$ cat config.mk
export PLATFORM = sky130hd
export DESIGN_NAME = rs_syndrome_calc
export DESIGN_NICKNAME = d
export VERILOG_FILES = /design/src/rtl/rs_syn_pkg.sv /design/src/rtl/rs_syn_pos.sv /design/src/rtl/rs_syn_cell.sv /design/src/rtl/rs_syndrome_calc.sv
export SDC_FILE = /design/constraint.sdc
export NUM_CORES = 1
export LEC_CHECK = 0
export BUFFER_PORTS_ARGS = -buffer_cell sky130_fd_sc_hd__buf_2
export CORE_UTILIZATION = 50
export CTS_BUF_LIST = sky130_fd_sc_hd__clkbuf_4 sky130_fd_sc_hd__clkbuf_8
export DETAILED_ROUTE_END_ITERATION = 16
export PLACE_DENSITY = 0.65
export SLEW_MARGIN = 40
export SYNTH_ARGS = -nofsm -noshare
export SYNTH_HDL_FRONTEND = slang
export SYNTH_SLANG_ARGS = --single-unit
$ cat constraint.sdc
create_clock -name clk -period 3.4 [get_ports clk]
set_clock_uncertainty 0.05 [all_clocks]
set_input_delay 0.17 -clock clk [delete_from_list [all_inputs] [get_ports clk]]
set_output_delay 0.17 -clock clk [all_outputs]
set_load 0.05 [all_outputs]
$ cat src/rtl/rs_syn_pkg.sv
package rs_syn_pkg;

  localparam int SYM_W = 8;

  // Shift-and-add product in GF(2^8); poly carries the x^8 term in bit 8.
  function automatic logic [SYM_W-1:0] gf_mul(input logic [SYM_W-1:0] a,
                                              input logic [SYM_W-1:0] b,
                                              input logic [SYM_W:0]   poly);
    logic [SYM_W-1:0] prod;
    logic [SYM_W-1:0] run;
    prod = '0;
    run  = a;
    for (int k = 0; k < SYM_W; k++) begin
      if (b[k]) prod = prod ^ run;
      run = run[SYM_W-1] ? ((run << 1) ^ poly[SYM_W-1:0]) : (run << 1);
    end
    return prod;
  endfunction

  // alpha^e with alpha = 2.
  function automatic logic [SYM_W-1:0] alpha_pow(input int e,
                                                 input logic [SYM_W:0] poly);
    logic [SYM_W-1:0] r;
    r = 8'h01;
    for (int k = 0; k < e; k++) r = gf_mul(r, 8'h02, poly);
    return r;
  endfunction

endpackage

$ cat src/rtl/rs_syn_pos.sv
module rs_syn_pos #(
  parameter int N_SYMS = 255
) (
  input  logic clk,
  input  logic rst,
  input  logic fire,
  output logic first,
  output logic last
);
  localparam int POS_W = $clog2(N_SYMS);
  localparam logic [POS_W-1:0] POS_END = POS_W'(N_SYMS - 1);

  logic [POS_W-1:0] pos;

  assign first = (pos == '0);
  assign last  = (pos == POS_END);

  always_ff @(posedge clk) begin
    if (rst)       pos <= '0;
    else if (fire) pos <= last ? '0 : pos + 1'b1;
  end

  // position stays inside the block
  a_r1_pos_bound: assert property (@(posedge clk) disable iff (rst)
    pos <= POS_END);

  // after the final byte the next beat is a block start
  a_r7_wrap_to_start: assert property (@(posedge clk) disable iff (rst)
    (fire && last) |=> first);

endmodule

$ cat src/rtl/rs_syn_cell.sv
module rs_syn_cell
  import rs_syn_pkg::*;
#(
  parameter int         POWER      = 1,
  parameter logic [8:0] FIELD_POLY = 9'h11D
) (
  input  logic             clk,
  input  logic             rst,
  input  logic             fire,
  input  logic             first,
  input  logic [SYM_W-1:0] sym,
  output logic [SYM_W-1:0] acc_nxt
);
  localparam logic [SYM_W-1:0] ROOT = alpha_pow(POWER, FIELD_POLY);

  logic [SYM_W-1:0] acc;

  // Horner step; the first byte of a block replaces the old sum.
  assign acc_nxt = first ? sym : (gf_mul(acc, ROOT, FIELD_POLY) ^ sym);

  always_ff @(posedge clk) begin
    if (rst)       acc <= '0;
    else if (fire) acc <= acc_nxt;
  end

  // no transfer, no change
  a_r6_idle_hold: assert property (@(posedge clk) disable iff (rst)
    !fire |=> $stable(acc));

  // a block start loads the incoming byte alone
  a_r7_reload: assert property (@(posedge clk) disable iff (rst)
    (fire && first) |=> (acc == $past(sym)));

endmodule

$ cat src/rtl/rs_syndrome_calc.sv
module rs_syndrome_calc
  import rs_syn_pkg::*;
#(
  parameter int         N_SYN      = 16,
  parameter int         N_SYMS     = 255,
  parameter logic [8:0] FIELD_POLY = 9'h11D
) (
  input  logic                   clk,
  input  logic                   rst,
  input  logic                   in_valid,
  output logic                   in_ready,
  input  logic [SYM_W-1:0]       in_sym,
  output logic                   syn_done,
  output logic [N_SYN*SYM_W-1:0] syn_vec,
  output logic                   syn_err
);
  localparam int VEC_W = N_SYN * SYM_W;

  logic             fire;
  logic             first;
  logic             last;
  logic [VEC_W-1:0] nxt_flat;

  assign in_ready = !rst;
  assign fire     = in_valid && in_ready;

  rs_syn_pos #(.N_SYMS(N_SYMS)) u_pos (
    .clk   (clk),
    .rst   (rst),
    .fire  (fire),
    .first (first),
    .last  (last)
  );

  for (genvar i = 0; i < N_SYN; i++) begin : g_cell
    rs_syn_cell #(.POWER(i), .FIELD_POLY(FIELD_POLY)) u_cell (
      .clk     (clk),
      .rst     (rst),
      .fire    (fire),
      .first   (first),
      .sym     (in_sym),
      .acc_nxt (nxt_flat[i*SYM_W +: SYM_W])
    );
  end

  // Capture the completed sums on the final beat so the accumulators are
  // free for the next block on the following beat.
  always_ff @(posedge clk) begin
    if (rst) begin
      syn_done <= 1'b0;
      syn_vec  <= '0;
      syn_err  <= 1'b0;
    end else begin
      syn_done <= fire && last;
      if (fire && last) begin
        syn_vec <= nxt_flat;
        syn_err <= |nxt_flat;
      end
    end
  end

  // last beat is followed by the strobe
  a_r3_done_after_last: assert property (@(posedge clk) disable iff (rst)
    (fire && last) |=> syn_done);

  // no strobe without a completed block
  a_r3_no_stray_done: assert property (@(posedge clk) disable iff (rst)
    syn_done |-> $past(fire && last));

  // flag agrees with the published vector
  a_r4_flag_matches: assert property (@(posedge clk) disable iff (rst)
    syn_done |-> (syn_err == (syn_vec != '0)));

  // results hold between strobes
  a_r5_hold: assert property (@(posedge clk) disable iff (rst)
    !syn_done |-> ($stable(syn_vec) && $stable(syn_err)));

endmodule

# ---- Word level (Yosys, flattened, before mapping)
# Index checks and enable logic that the tools add are counted.
# Widths: inputs -> output; s select.
dict set report classes {
  add_sub_neg 1
  n_eq_ne 1
  muxes 90
  bitwise 112
  reduce_logical 5
}
# cell count
set op_table {}
lappend op_table {{$mux 5} 73}
lappend op_table {{$xor 8x8->8} 39}
lappend op_table {{$not 4->4} 73}
lappend op_table {{$mux 8} 17}
lappend op_table {{$reduce_or 128->1} 1}
lappend op_table {{$add 8x1->8 const B} 1}
lappend op_table {{$eq 8x8->1 const B} 1}
lappend op_table {{$logic_not 8->1} 1}
lappend op_table {{$logic_and 1x1->1} 2}
lappend op_table {{$logic_not 1->1} 1}
dict set report word_totals {
  ff_bits 266
  in_bits 11
  output_inout_bits 131
  wordCells 229
}

# ---- Logic depth before layout (Yosys ltp)
dict set report depth {
  ltp_word 18
  depth_mapped 13
  mapped_depth_nobuf 10
}

# ---- Hierarchy
# A second synthesis with hierarchy kept.
dict set report hier_totals {
  hier_cells 1694
  area_unflattened_um2 14041.0
}
# module instances cells_each area_per_inst_um2 seq_area_each_um2
set modules_own_cells {}
lappend modules_own_cells {rs_syndrome_calc 1 606 4728.3 2602.5}
lappend modules_own_cells {{rs_syn_cell at g_cell[13].u_cell} 1 75 628.1 160.2}
lappend modules_own_cells {{rs_syn_cell at g_cell[15].u_cell} 1 69 615.6 160.2}
lappend modules_own_cells {{rs_syn_cell at g_cell[14].u_cell} 1 74 608.1 160.2}
lappend modules_own_cells {{rs_syn_cell at g_cell[10].u_cell} 1 66 598.1 160.2}
lappend modules_own_cells {{rs_syn_cell at g_cell[9].u_cell} 1 68 594.3 160.2}
lappend modules_own_cells {{rs_syn_cell at g_cell[6].u_cell} 1 72 590.6 160.2}
lappend modules_own_cells {{rs_syn_cell at g_cell[8].u_cell} 1 69 588.1 160.2}
lappend modules_own_cells {{rs_syn_cell at g_cell[11].u_cell} 1 66 576.8 160.2}
lappend modules_own_cells {{rs_syn_cell at g_cell[12].u_cell} 1 65 565.5 160.2}
lappend modules_own_cells {{rs_syn_cell at g_cell[7].u_cell} 1 69 564.3 160.2}
lappend modules_own_cells {{rs_syn_cell at g_cell[0].u_cell} 1 59 534.3 160.2}
lappend modules_own_cells {{rs_syn_cell at g_cell[5].u_cell} 1 66 533.0 160.2}
lappend modules_own_cells {{rs_syn_cell at g_cell[4].u_cell} 1 62 503.0 160.2}
lappend modules_own_cells {{4 more rows} n/a n/a n/a n/a}

# ---- Worst setup path after synthesis
# OpenSTA, ideal clock, no wires.
dict set report synth_timing {
  path_type {register to register}
  start {register u_pos.pos[0]}
  end {register syn_err}
  setup_time_ns 0.131
  arrival_ns 2.507
  required_time_ns 3.219
  slack_ns 0.712
  stages_incl_launch_ff 13
  path_buffers 2
  synth_period_minus_slack_ns 2.688
  path_cell_list {dfxtp_1 inv_1 ha_1 or4b_4 nor2_4 buf_4 buf_4 a21oi_1 o32a_1 a2111oi_0 nand4_1 nor4_1 a31oi_1}
}
dict set report synth_between {
  elab_chain_cells 3
  elab_cells_between_ends 20
  classes_between {eq/ne (1); mux (16); reduce/logical (3)}
}
# item line
set synth_lines {}
lappend synth_lines {{start, declared} rs_syn_pos.sv:13} ;# logic [POS_W-1:0] pos;
lappend synth_lines {{start signal, assigned} rs_syn_pos.sv:20} ;# else if (fire) pos <= last ? '0 : pos + 1'b1;
lappend synth_lines {{$logic_not 8->1} rs_syn_pos.sv:15} ;# assign first = (pos == '0);
lappend synth_lines {{$mux 8} rs_syn_cell.sv:19} ;# assign acc_nxt = first ? sym : (gf_mul(acc, ROOT, FIELD_POLY) ^ sym);
lappend synth_lines {{$reduce_or 128->1} rs_syndrome_calc.sv:57} ;# syn_err <= |nxt_flat;
lappend synth_lines {{end signal, assigned} rs_syndrome_calc.sv:57}
lappend synth_lines {{end, declared} rs_syndrome_calc.sv:15} ;# output logic syn_err
# Parallel ways exist; a longest one is shown, timed or not.
# A chain may end at the register's enable or synchronous reset.

# ---- Final worst setup path
# Same ends and word-level chain as after synthesis.

==> qor.csv <==
metric,value,unit
status,completed,
Post-Place Worst Slack,0.277,ns
WL final,46.0,mm
fmax,316,MHz
vias in the first global route,12400,
synthesized area,15000,um2
final setup vio count,0,
post-route insts no fill,2347,
Fillers,2770,
drt wl/cell,19.6,um
synth unique cells,68,
largest net degree at the start of global routing,241,
Setup CP Type,reg -> reg,
Lkg Pwr,6.67,nW
Iteration-0 DRC Markers,1360,
total power,9.57,mW
setup tns final,0,ns
CP Data Arrival Time,3.56,ns
maximum vdd drop,324,uV
clk root buf,clkbuf_8,
pwr dens,555,nW/um2
Avg Synthesized Cell Area,8.19,um2
diodes inserted,0,
Starting Density,0.508,
Clock Path Buffers,3,
dominant synthesized flop cell,dfxtp_1,
Post-synth EDFFs,0,
num ports,142,
final period utilization,0.930,
Least-Margin Pin Slew,0.904,ns
Tmin final,3.16,ns
dpl hpwl,32.2,mm
sequential-to-total area share from yosys stat,0.355,
Synth Net Count,1847,
CTS tree,built,
routed vias/inst,5.74,
I/O Buffers,141,
Tightest Hold Check Type,in -> reg,
post-CTS resize count,0,
Worst R2R Setup Slack,0.24,ns
area of the core,29600,um2
placed instance area,16200,um2
initial antenna violation count,0,
flop and latch count out of synthesis,266,
CP required,3.80,ns
Layout area overhead,14.8,%
DR DRC count,0,
crit end category,flip-flop,
Clock Pin Slew Worst Setup and Hold Paths,0.07,ns
GRT Overall Usage,0.295,
relative slew slack,0.397,
total setup buffers inserted after CTS,0,
Die H,175,um
Nets,1937,
CTS Buf Count,46,
Final ANT Viol Nets,0,
Clock Sinks,266,
Skew-Pair Late Insertion Delay,0.58,ns
Synth top area share,0.355,
DIE AREA,30700,um2
Post-CTS Hold Buffers,2,
synth warn,0,
Post-Place Cells,2262,
setup ws final,0.239,ns
RSZ-0062 raised after global routing,no,
Horiz. Die Dim,175,um
post-synth top area cell,dfxtp_1,
max-cap viol count,0,
Gate Count Post-Synth,1833,
num rows,63,
GRT overflow,0,
# H-tree levels,2,
Worst Path Max Fanout,23,
vias,13500,
final hold violations,0,
Final Wtd Congestion,0.959,
Critical Path Start Type,flip-flop,
largest cells by area after synthesis,"dfxtp_1, xnor2_1, a211oi_1, xor2_1, o21ai_0",
TritonRoute pass-1 iters,5,
first-pass GRT wire length,70.9,mm
Synth async-reset ratio,0,
cell area after layout,17200,um2
Slew Limit Fails,0,
layout cells sized above 1,0.161,
## metrics by stage
step,util,hold slack (ns)
after floorplan,-,0.346
after global placement,0.546,0.399
after detailed placement,0.547,0.407
after CTS,0.582,0.0948
after global routing,0.583,0.136
final,0.583,0.0972
## final timing paths
check,from,end,depth (start not counted)
worst max register to register,u_pos.pos[0],syn_err,12
worst min-delay path,in_valid,u_pos.pos[1],4
worst min register to register,syn_vec[62],syn_vec[62],2
worst max-delay path,u_pos.pos[0],syn_err,12
## state kept, by name (all words and copies together) (netlist names)
register,count
g_cell.u_cell.acc,128
u_pos.pos,8
syn_done,1
syn_vec,128
syn_err,1
## cells in the mapped netlist, drive strengths merged (4+ instances only)
library cell and n:
a211oi 124, a21oi 37, a22oi 14, a2bb2oi 5, a31oi 15, a32oi 7
and3 6, buf 35, clkbuf 137, dfxtp 266, inv 12, nand2 122
nand2b 9, nand3 134, nand4 13, nor2 228, nor2b 7, nor3 22
nor4 8, nor4b 6, nor4bb 6, o21a 4, o21ai 179, o22ai 10
o32ai 11, or3 8, xnor2 238, xnor3 15, xor2 104, xor3 6
## power breakdown
part	switching (mW)	internal, mW
logic	1.69	1.17
registers	0.218	3.27
clock network	1.36	1.86
total	3.27	6.30
## cell type report
cell class | instances | area, um2 | area share
inverters | 13 | 51.3 | 0.00298
clock inverters | 14 | 158 | 0.00915
clock buffers | 68 | 861 | 0.0500
multi-input cells | 1382 | 8970 | 0.521
repair buffers | 214 | 1370 | 0.0795
well taps | 390 | 488 | 0.0283
flip-flops and latches | 266 | 5330 | 0.309
## placed cells by master, fill, tap and decap left out, drive strengths merged, types with 8 or more instances in the layout
cell	count
nand2b	9
a31oi	15
nand4	13
nor4	8
clkbuf	68
o21ai	179
o32ai	11
nor3	22
or3	8
xor2	104
nand2	122
a21oi	37
clkinv	9
buf	212
dfxtp	266
nand3	134
o22ai	10
xnor2	238
a211oi	124
a22oi	14
inv	13
xnor3	15
nor2	228
## logic make-up (layout without fill, tap and decap cells)
kind of cell / after synthesis / count (layout) / share of synthesized area
DFF: 266 / 266 / 0.355
AOI/OAI and AO/OA: 427 / 427 / 0.180
muxes: 6 / 6 / 0.00425
and+or+nand+nor: 583 / 583 / 0.178
buffers and inverters: 185 / 309 / 0.0480
adders and majority gates: 3 / 3 / 0.00250
xor gates and xnor gates: 363 / 363 / 0.233
## metal layers
layer | share of wire | GRT usage
met1 | 0.43 | 0.400
met2 | 0.46 | 0.470
met3 | 0.074 | 0.0481
met4 | 0.036 | 0.114
met5 | 0 | 0
## critical path, cell delays in order, from the launching register on
cell and delay (ns):
dfxtp_1 0.34, inv_1 0.11, ha_1 0.18, or4b_4 0.50, nor2_4 0.22, buf_12 0.20
buf_4 0.18, a21oi_1 0.05, o32a_1 0.28, a2111oi_0 0.42, nand4_1 0.15, nor4_1 0.23
a31oi_1 0.12
Note: power is estimated with default switching activity, not from simulation.
